### src/rtl/mcc_pkg.sv
package mcc_pkg;
   typedef enum logic {
      POL_TRUE     = 1'b0,
      POL_INVERTED = 1'b1
   } chain_pol_e;
endpackage

### src/rtl/mcc_stage_ctl.sv
module mcc_stage_ctl (
   input  logic a_i,
   input  logic b_i,
   output logic gen_o,
   output logic prop_o,
   output logic kill_o
);
   assign gen_o  = a_i & b_i;
   assign prop_o = a_i ^ b_i;
   assign kill_o = ~(a_i | b_i);
endmodule

### src/rtl/mcc_cell_true.sv
module mcc_cell_true (
   input  logic gen_i,
   input  logic prop_i,
   input  logic kill_i,
   input  logic c_i,
   output logic c_o
);
   always_comb begin
      unique case ({gen_i, prop_i, kill_i})
         3'b100:  c_o = 1'b1;
         3'b010:  c_o = c_i;
         3'b001:  c_o = 1'b0;
         default: c_o = 1'b0;
      endcase
   end
endmodule

### src/rtl/mcc_cell_inv.sv
module mcc_cell_inv (
   input  logic gen_i,
   input  logic prop_i,
   input  logic cn_i,
   output logic cn_o
);
   always_comb begin
      if (prop_i) cn_o = cn_i;
      else        cn_o = ~gen_i;
   end
endmodule

### src/rtl/mcc_adder.sv
module mcc_adder #(
   parameter int                 WIDTH    = 8,
   parameter mcc_pkg::chain_pol_e POLARITY = mcc_pkg::POL_TRUE
) (
   input  logic [WIDTH-1:0] opa,
   input  logic [WIDTH-1:0] opb,
   input  logic             cin,
   output logic [WIDTH-1:0] sum,
   output logic             cout,
   output logic [WIDTH-1:0] stage_gen,
   output logic [WIDTH-1:0] stage_prop,
   output logic [WIDTH-1:0] stage_kill
);
   localparam int LAST = WIDTH - 1;

   logic [WIDTH:0] carry;

   if (WIDTH < 1) begin : g_bad_width
      $error("mcc_adder: WIDTH must be at least 1");
   end

   for (genvar i = 0; i < WIDTH; i++) begin : g_ctl
      mcc_stage_ctl u_ctl (
         .a_i   (opa[i]),
         .b_i   (opb[i]),
         .gen_o (stage_gen[i]),
         .prop_o(stage_prop[i]),
         .kill_o(stage_kill[i])
      );
   end

   if (POLARITY == mcc_pkg::POL_TRUE) begin : g_true
      assign carry[0] = cin;
      for (genvar i = 0; i < WIDTH; i++) begin : g_link
         mcc_cell_true u_cell (
            .gen_i (stage_gen[i]),
            .prop_i(stage_prop[i]),
            .kill_i(stage_kill[i]),
            .c_i   (carry[i]),
            .c_o   (carry[i+1])
         );
      end
   end else begin : g_inv
      logic [WIDTH:0] carry_n;
      assign carry_n[0] = ~cin;
      for (genvar i = 0; i < WIDTH; i++) begin : g_link
         mcc_cell_inv u_cell (
            .gen_i (stage_gen[i]),
            .prop_i(stage_prop[i]),
            .cn_i  (carry_n[i]),
            .cn_o  (carry_n[i+1])
         );
      end
      assign carry = ~carry_n;
   end

   assign sum  = stage_prop ^ carry[LAST:0];
   assign cout = carry[WIDTH];
endmodule

### config.mk
export PLATFORM = sky130hd
export DESIGN_NAME = mcc_adder
export DESIGN_NICKNAME = d
export VERILOG_FILES = /design/src/rtl/mcc_pkg.sv /design/src/rtl/mcc_stage_ctl.sv /design/src/rtl/mcc_cell_true.sv /design/src/rtl/mcc_cell_inv.sv /design/src/rtl/mcc_adder.sv
export SDC_FILE = /design/constraint.sdc
export NUM_CORES = 1
export LEC_CHECK = 0
export ABC_AREA = 1
export BUFFER_PORTS_ARGS = -buffer_cell sky130_fd_sc_hd__buf_2
export CAP_MARGIN = 40
export CORE_MARGIN = 2
export CORE_UTILIZATION = 40
export DETAILED_ROUTE_END_ITERATION = 10
export GPL_ROUTABILITY_DRIVEN = 0
export PLACE_DENSITY = 0.84
export SYNTH_ARGS = -nofsm -noshare
export SYNTH_HDL_FRONTEND = slang
export SYNTH_HIERARCHICAL = 1
export SYNTH_SLANG_ARGS = --single-unit
### constraint.sdc
create_clock -name vclk -period 2.5
set_input_delay 0.125 -clock vclk [all_inputs]
set_output_delay 0.125 -clock vclk [all_outputs]
set_load 0.05 [all_outputs]
==> flow_summary.json <==
{
  "synth_largest_area_cell": "ha_1",
  "n_antenna_cell": 0,
  "layout-drive-gt1-share": 0.4696,
  "vias": 877,
  "p_sw_mw": 0.2866,
  "sw_frac_of_total": 0.6741,
  "dp.cells": 180,
  "setup_ws_ps": -73.38,
  "seq_area_sq_um": 0,
  "seq_cells": 0,
  "finalNetCount": 216,
  "path_max_fanout": 3,
  "tightest_slew_ps": 264.7,
  "synth.distinct_cells": 5,
  "n_fill_cell": 96,
  "drt-pass1-iter-count": 4,
  "min_period_over_period": 1.029,
  "critPathBufInv": 9,
  "place.port_buffers": 50,
  "p_per_area_nw_per_um2": 386.1,
  "grt_overflow": 0,
  "netlist_instances": 112,
  "pwr-share-clk": 0,
  "die_area_sq_um": 1744,
  "drcViolationCount": 0,
  "via_per_inst": 4.474,
  "grt_pass1_wl_um": 3436,
  "internal-power_mw": 0.1386,
  "rsz0062_at_grt": "true",
  "leakagePower_nw": 0.7715,
  "setup_viol_count_final": 2,
  "syn-cell-area_sq_um": 570.5,
  "drt-initial-drc-count": 16,
  "crit_path_end_kind": "output pin",
  "status": "complete, but fails checks",
  "final_core_util": 0.8357,
  "final_cells": 196,
  "syn2layout_area_growth_pct": 92.98,
  "relSlewSlack": 0.8248,
  "wl_per_cell_um": 10.45,
  "maxCapViolCount": 0,
  "avgSynthCellArea_sq_um": 5.094,
  "clock_buffers": 0,
  "fin_area_sq_um": 1101,
  "crit_chain": "buf_8 > inv_8 > ha_4 > a21oi_2 > nor2_4 > a21oi_2 > nor2_1 > a21oi_1 > nor2_1 > a21oi_1 > nor2_1 > a21oi_1 > nor2_1 > buf_4 > buf_4 > buf_4 > buf_4 > buf_4 > inv_1 > nand2_1 > nand2_1 > buf_6",
  "first_global_vias": 893,
  "io_pins": 50,
  "yosysWarnings": 6,
  "multi_input_area_sq_um": 481.7,
  "slew_viol_final": 0,
  "cpLargestDelayFamily": "buffers and inverters",
  "pwr-share-seq": 0,
  "post_dp_cell_area_sq_um": 913.4,
  "antenna_found_initial": 0,
  "critPathArrivalTime_ps": 2450,
  "max_stage_delay_ps": 240,
  "start_util": 0.4330,
  "routed_wl_um": 2048,
  "ys_seq_area_frac": 0,
  "critPathKind": "input pin to output pin",
  "cpMostUsedCell": "buf_4",
  "fp.coreArea_sq_um": 1318,
  "synthTopCellsByArea": "ha_1 35%, inv_1 26%, nand2_1 26%",
  "failed_checks": "negative setup slack",
  "rows": 13,
  "die_w_um": 41.77,
  "p_comb_frac": 1.000,
  "worstPathRequired_ps": 2380,
  "die_h_um": 41.77,
  "critical_path.startpoint_type": "input pin",
  "grt_usage": 0.2391,
  "grt_max_degree": 6,
  "period_needed_ps": 2573,
  "synth.top_cell.area_share": 0.3509,
  "critical-path-slowest-cell": "ha_4",
  "finalHoldViolations": 0,
  "hpwlAfterDp_um": 1387,
  "synth_nets": 145,
  "max_freq_mhz": 388.6,
  "vdd_ir_drop_max_mv": 0.2515,
  "antenna_left": 0,
  "hold_class": "input pin to output pin"
}
==> metrics by stage <==
step                      worst slack, ps  power (mW)  hold WS [ps]  setup TNS [ps]
final                              -73.38      0.4251         682.5          -93.31
after global routing               -255.2      0.4527         716.6          -748.6
after CTS                          -4.106      0.4019         674.8          -4.106
after detailed placement           -425.0      0.3582         674.8          -819.2
after global placement             -323.2      0.3497         667.8          -579.9
after floorplan                    -233.7      0.2875         463.1          -283.3
==> final cells by class <==
cell class | count | area share
well taps | 15 | 0.01705
repair buffers | 69 | 0.3977
multi-input cells | 72 | 0.4375
inverters | 40 | 0.1477
==> what timing repair did <==
item | CTS | global route
hold endpoints to repair | 0 | 0
gates resized for setup | 12 | 12
endpoints found under the setup margin | 3 | 4
setup buffers | 15 | 2
pin swaps | 17 | 16
hold buffers | 0 | 0
==> logic make-up (layout without fill, tap and decap cells) <==
family | count (synthesis) | after routing | synth area share
buffers and inverters | 40 | 109 | 0.2632
adder cells (fa/ha/maj) | 16 | 16 | 0.3509
AND/OR/NAND/NOR | 48 | 48 | 0.3158
AO/OA/AOI/OAI | 8 | 8 | 0.07018
==> Yosys cell counts <==
library cell / count
a21oi_1: 8
ha_1: 16
nand2_1: 40
nor2_1: 8
inv_1: 40
==> power by group through the flow <==
stage | logic, mW | registers [mW] | clock network, mW
final | 0.425 | 0 | 0
after CTS | 0.402 | 0 | 0
after floorplan | 0.287 | 0 | 0
after global routing | 0.453 | 0 | 0
after detailed placement | 0.358 | 0 | 0
after global placement | 0.350 | 0 | 0
==> worst paths after layout <==
kind	start	endpoint	slack, ps	depth (start not counted)
setup / recovery	opb[0]	sum[5]	-70	22
hold / removal	cin	sum[0]	680	4
==> worst min-delay path, delay by kind of cell <==
kind	cells	cell delay (ps)
buf+inv	2	320
simple gates	2	100
==> cell usage in the layout, fill, tap and decap left out <==
| master | n |
|---|---|
| nor2_1 | 5 |
| a21oi_2 | 3 |
| nand2_1 | 36 |
| nand2_2 | 3 |
| buf_8 | 2 |
| inv_2 | 1 |
| ha_1 | 13 |
| nor2_2 | 1 |
| ha_2 | 2 |
| ha_4 | 1 |
| inv_8 | 1 |
| nand2_4 | 1 |
| buf_4 | 19 |
| inv_1 | 37 |
| buf_2 | 44 |
| nor2_4 | 2 |
| buf_6 | 4 |
| inv_6 | 1 |
| a21oi_1 | 5 |
==> routing by layer <==
| metal | global-route usage | share of wire | vias up | wire (um) |
|---|---|---|---|---|
| met2 | 0.5500 | 0.62 | 23 | 1260 |
| met5 | 0 | 0 | - | 0 |
| met4 | 0.04516 | 0.0078 | 0 | 16 |
| met1 | 0.2154 | 0.34 | 398 | 706 |
| met3 | 0.008696 | 0.032 | 2 | 65 |
| li1 | - | - | 454 | - |
No activity file was read; power rests on OpenSTA's default activity.
